### config.mk
export PLATFORM = sky130hd
export DESIGN_NAME = trig_irq_ctrl
export DESIGN_NICKNAME = d
export VERILOG_FILES = /design/src/rtl/trig_irq_ctrl.sv
export SDC_FILE = /design/constraint.sdc
export NUM_CORES = 1
export LEC_CHECK = 0
export ABC_AREA = 1
export CAP_MARGIN = 20
export CELL_PAD_IN_SITES_DETAIL_PLACEMENT = 1
export CELL_PAD_IN_SITES_GLOBAL_PLACEMENT = 2
export CORE_ASPECT_RATIO = 0.6
export CORE_UTILIZATION = 38
export DETAILED_ROUTE_END_ITERATION = 7
export PLACE_DENSITY_LB_ADDON = 0.15
export SLEW_MARGIN = 10
export SYNTH_ARGS = -nofsm -noshare
export SYNTH_HDL_FRONTEND = slang
export SYNTH_SLANG_ARGS = --single-unit
### constraint.sdc
create_clock -name clk -period 3.1 [get_ports clk]
set_input_delay 0.775 -clock clk [delete_from_list [all_inputs] [get_ports clk]]
set_output_delay 0.775 -clock clk [all_outputs]
set_load 0.1 [all_outputs]
### src/rtl/trig_irq_ctrl.sv
module trig_irq_ctrl #(
  parameter int NSRC = 32,
  parameter int DW   = 32,
  parameter int AW   = 3
) (
  input  logic            clk,
  input  logic            rst_n,
  input  logic [NSRC-1:0] src_i,
  input  logic            bus_we,
  input  logic [AW-1:0]   bus_addr,
  input  logic [DW-1:0]   bus_wdata,
  output logic [DW-1:0]   bus_rdata,
  output logic            irq_o
);
  localparam logic [AW-1:0] A_ENA  = AW'(0);
  localparam logic [AW-1:0] A_STAT = AW'(1);
  localparam logic [AW-1:0] A_MODE = AW'(2);
  localparam logic [AW-1:0] A_POL  = AW'(3);
  localparam logic [AW-1:0] A_OMOD = AW'(4);
  localparam logic [AW-1:0] A_OPOL = AW'(5);
  localparam logic [AW-1:0] A_FRC  = AW'(6);

  logic [NSRC-1:0] enable_q, status_q, mode_q, pol_q;
  logic            omode_q, opol_q, any_q;
  logic [NSRC-1:0] sy1_q, sy2_q, sy3_q;

  wire [NSRC-1:0] wsrc = bus_wdata[NSRC-1:0];

  wire [NSRC-1:0] lvl_hit  = ~(sy2_q ^ pol_q);
  wire [NSRC-1:0] rise     = sy2_q & ~sy3_q;
  wire [NSRC-1:0] fall     = ~sy2_q & sy3_q;
  wire [NSRC-1:0] edge_hit = (pol_q & rise) | (~pol_q & fall);
  wire [NSRC-1:0] trig     = (mode_q & edge_hit) | (~mode_q & lvl_hit);

  wire [NSRC-1:0] clr = (bus_we && bus_addr == A_STAT) ? wsrc : '0;
  wire [NSRC-1:0] frc = (bus_we && bus_addr == A_FRC)  ? wsrc : '0;

  wire any = |(status_q & enable_q);
  wire act = omode_q ? (any & ~any_q) : any;
  assign irq_o = opol_q ? act : ~act;

  always_ff @(posedge clk or negedge rst_n) begin
    if (!rst_n) begin
      sy1_q <= '1;
      sy2_q <= '1;
      sy3_q <= '1;
    end else begin
      sy1_q <= src_i;
      sy2_q <= sy1_q;
      sy3_q <= sy2_q;
    end
  end

  always_ff @(posedge clk or negedge rst_n) begin
    if (!rst_n) begin
      enable_q <= '0;
      mode_q   <= '0;
      pol_q    <= '0;
      omode_q  <= 1'b0;
      opol_q   <= 1'b0;
    end else if (bus_we) begin
      if (bus_addr == A_ENA)  enable_q <= wsrc;
      if (bus_addr == A_MODE) mode_q   <= wsrc;
      if (bus_addr == A_POL)  pol_q    <= wsrc;
      if (bus_addr == A_OMOD) omode_q  <= bus_wdata[0];
      if (bus_addr == A_OPOL) opol_q   <= bus_wdata[0];
    end
  end

  always_ff @(posedge clk or negedge rst_n) begin
    if (!rst_n) begin
      status_q <= '0;
      any_q    <= 1'b0;
    end else begin
      status_q <= trig | frc | (status_q & ~clr);
      any_q    <= any;
    end
  end

  always_comb begin
    bus_rdata = '0;
    case (bus_addr)
      A_ENA:   bus_rdata[NSRC-1:0] = enable_q;
      A_STAT:  bus_rdata[NSRC-1:0] = status_q;
      A_MODE:  bus_rdata[NSRC-1:0] = mode_q;
      A_POL:   bus_rdata[NSRC-1:0] = pol_q;
      A_OMOD:  bus_rdata[0]        = omode_q;
      A_OPOL:  bus_rdata[0]        = opol_q;
      default: bus_rdata = '0;
    endcase
  end
endmodule

==> results_dict.tcl, run 1 <==
set metrics [dict create \
    clock_insertion_delay_worst_skew_ns 0.51 \
    fmax_mhz 335 \
    synthDistinctLibCells 21 \
    via_count 7121 \
    drt_iter0_drcs 362 \
    cts_tree "built" \
    clock_skew_ns 0.00780 \
    synthesis.instances 938 \
    wirelength_routed_um 25900 \
    timing_max_transition_violations_final 0 \
    final_cell_mix "285 x sky130_fd_sc_hd__nand2_1, 131 x sky130_fd_sc_hd__dfrtp_1, 96 x sky130_fd_sc_hd__dfstp_2" \
    synth_area_leaders "sky130_fd_sc_hd__dfrtp_1 36%, sky130_fd_sc_hd__dfstp_2 28%, sky130_fd_sc_hd__nand2_1 12%, sky130_fd_sc_hd__o2111ai_1 6.1%, sky130_fd_sc_hd__o21ai_0 5.2%" \
    drc 0 \
    slew_headroom_pct 55.1 \
    critical_path_at_ns 2.21 \
    max_cap_violations 0 \
    clock_tree.root_cell "sky130_fd_sc_hd__clkbuf_16" \
    final_min_period_over_clock_period_pct 96.2 \
    cts-hold-fix-buffers 0 \
    synthesis.area_mm2 0.00910 \
    number_of_global_route_vias_before_repair 7422 \
    area_growth_pct 30.6 \
    grt_max_degree 84 \
    htree_num_levels 1 \
    synth.avg_cell_area_um2 9.70 \
    timing.critical_path.to_type "output pin" \
    detailedPlacementHpwl_um 17600 \
    yosys.area.top_type "sky130_fd_sc_hd__dfrtp_1" \
    coreArea_mm2 0.0233 \
    globalplace.congestion 0.793 \
    drtAntennaViolNets 0 \
    final_layout_size_suffix_gt1_share_pct 19.8 \
    placed_cells_incl_taps 1354 \
    min_delay_worst_type "in -> async" \
    die_area_mm2 0.0246 \
    yosysWarningCount 0 \
    clock_transition_at_the_registers_of_the_reported_paths_ns 0.06 \
    tightest_slew_ns 0.673 \
    initial_utilization_pct 39.1 \
    critical_path.startpoint_type "input port" \
    area_fraction_of_the_dominant_cell_type_after_synthesis_pct 36.0 \
    globalRoute.totalOverflow 0 \
    layout_commonest_cell "sky130_fd_sc_hd__nand2_1" \
    power.ir.vdd_worst_mv 0.392 \
    final-setup-viol-count 0 \
    period_needed_ns 2.98 \
    pin_count 103 \
    outcome "finished, final reports clean" \
    synth.yosys.seq_area_share_pct 63.7 \
    place.port_buffers 102 \
    finalNetCount 1134 \
    p_leak_uw 0.00507 \
    vias_per_cell 5.10 \
    reg2regPathDepth 6 \
    synth_nets 1008 \
    critPathMaxFanout 8 \
    grt_util_all_layers_pct 22.1 \
    fp.dieW_um 202 \
    post_drt_wl_per_cell_um 18.6 \
    drt-pass1-iter-count 5 \
    cp.required_ns 2.32 \
    finalHoldViolCount 0 \
    rsz0062_at_grt "no" \
    power_density_mw_per_mm2 682 \
    grt_pass1_wl_um 42300 \
    crit_type "in -> out" \
    cts-buffers-inserted 22 \
    tritoncts_num_sinks 227 \
    placement_rows 43 \
    die_height_um 122 \
    final_core_util_pct 51.0 \
    antenna_violations_before_repair 0 \
    total_inserted_antenna_cells 0 \
    clock_tree.buffer_depth 3 \
    final_cell_count_no_fill 1395 \
    yosys_register_bits 227 \
]
-- synthesized netlist by cell type --
cell type,n
sky130_fd_sc_hd__dfstp_2,96
sky130_fd_sc_hd__dfrtp_1,131
sky130_fd_sc_hd__a22oi_1,1
sky130_fd_sc_hd__nand4_1,1
sky130_fd_sc_hd__o2111ai_1,63
sky130_fd_sc_hd__buf_1,2
sky130_fd_sc_hd__inv_1,69
sky130_fd_sc_hd__nor3_4,1
sky130_fd_sc_hd__nand2_4,1
sky130_fd_sc_hd__o21ai_1,69
sky130_fd_sc_hd__nor2_2,1
sky130_fd_sc_hd__o21ai_0,94
sky130_fd_sc_hd__clkbuf_1,14
sky130_fd_sc_hd__nand2_2,1
sky130_fd_sc_hd__nand2_1,286
sky130_fd_sc_hd__buf_4,2
sky130_fd_sc_hd__buf_2,19
sky130_fd_sc_hd__clkbuf_2,1
sky130_fd_sc_hd__inv_2,3
sky130_fd_sc_hd__nand3_1,38
sky130_fd_sc_hd__nor2_1,45
-- layout make-up --
type | count | area [um^2]
clock buffer | 33 | 643
inverter | 72 | 270
clock inverter | 7 | 135
fill | 2565 | 11400
multi-input combinational | 601 | 2880
tap | 315 | 394
timing repair buffer | 140 | 1760
sequential | 227 | 5800
-- path summary, 6_finish.rpt --
kind,slack [ns],start,to
worst max-delay path,0.12,bus_addr[1],bus_rdata[28]
worst min-delay path,0.26,rst_n,pol_q[6]
worst max register to register,1.86,enable_q[27],any_q
worst min register to register,0.35,sy1_q[21],sy2_q[21]
max in group asynchronous,2.01,rst_n,sy1_q[13]
min in group clk,0.35,sy1_q[21],sy2_q[21]
-- worst max-delay path, stage by stage --
cell                            delay, ns
sky130_fd_sc_hd__dlygate4sd2_1       0.25
sky130_fd_sc_hd__buf_4               0.16
sky130_fd_sc_hd__nor2_2              0.10
sky130_fd_sc_hd__nand2_1             0.08
sky130_fd_sc_hd__inv_2               0.13
sky130_fd_sc_hd__buf_6               0.16
sky130_fd_sc_hd__buf_4               0.11
sky130_fd_sc_hd__nand2_1             0.04
sky130_fd_sc_hd__o2111ai_1           0.14
sky130_fd_sc_hd__clkbuf_16           0.26
-- state kept, by name, summed over array words and instances (netlist names) --
signal and flops:
sy1_q 32, any_q 1, status_q 32, enable_q 32
omode_q 1, sy2_q 32, opol_q 1, pol_q 32
sy3_q 32, mode_q 32
-- what timing repair did --
action                                  in CTS  in global routing
buffers inserted                             1                  0
endpoints found under the hold margin        0                  0
resized for setup                           14                  1
endpoints found under the setup margin      32                  1
-- where the power goes --
group | switching [uW] | total, uW | internal, uW
registers | 293 | 3630 | 3340
clock network | 1160 | 2920 | 1770
logic | 971 | 1550 | 575
-- cell families (layout without fill, tap and decap cells) --
kind of cell / count (synthesis) / after routing / synth area share (%)
AOI/OAI and AO/OA: 227 / 227 / 15.1
buffers and inverters: 110 / 252 / 4.89
and+or+nand+nor: 374 / 374 / 16.3
DFF: 227 / 227 / 63.7
-- per-stage QoR --
| step | area [um^2] | power (uW) | setup TNS, ns | setup WS, ns | hold WS [ns] |
|---|---|---|---|---|---|
| finish | 11900 | 8100 | 0 | 0.118 | 0.259 |
| global route | 11900 | 8480 | 0 | 0.0305 | 0.301 |
| CTS | 11900 | 8200 | 0 | 0.0646 | 0.282 |
| detailed placement | 11000 | 5220 | -1.88 | -0.119 | 0.347 |
| global placement | 11000 | 5190 | -1.83 | -0.138 | 0.346 |
| floorplan | 9100 | 4510 | -18.42 | -0.601 | 0.345 |
-- routing by layer --
layer	up-vias	GRT usage, %	wire length [um]	part of all wire [%]
met5	-	0	0	0
met4	0	3.88	355	1.4
met3	23	3.58	894	3.4
met2	117	34.3	11400	44
met1	3581	33.0	13300	51
li1	3400	-	-	-
No activity file was read; power rests on OpenSTA's default activity.
==> run 2: changes to the inputs <==
- TNS_END_PERCENT: default -> 1
==> results of run 2 <==
Same layout as run 1: the final DEF is identical, and so are final timing and power.
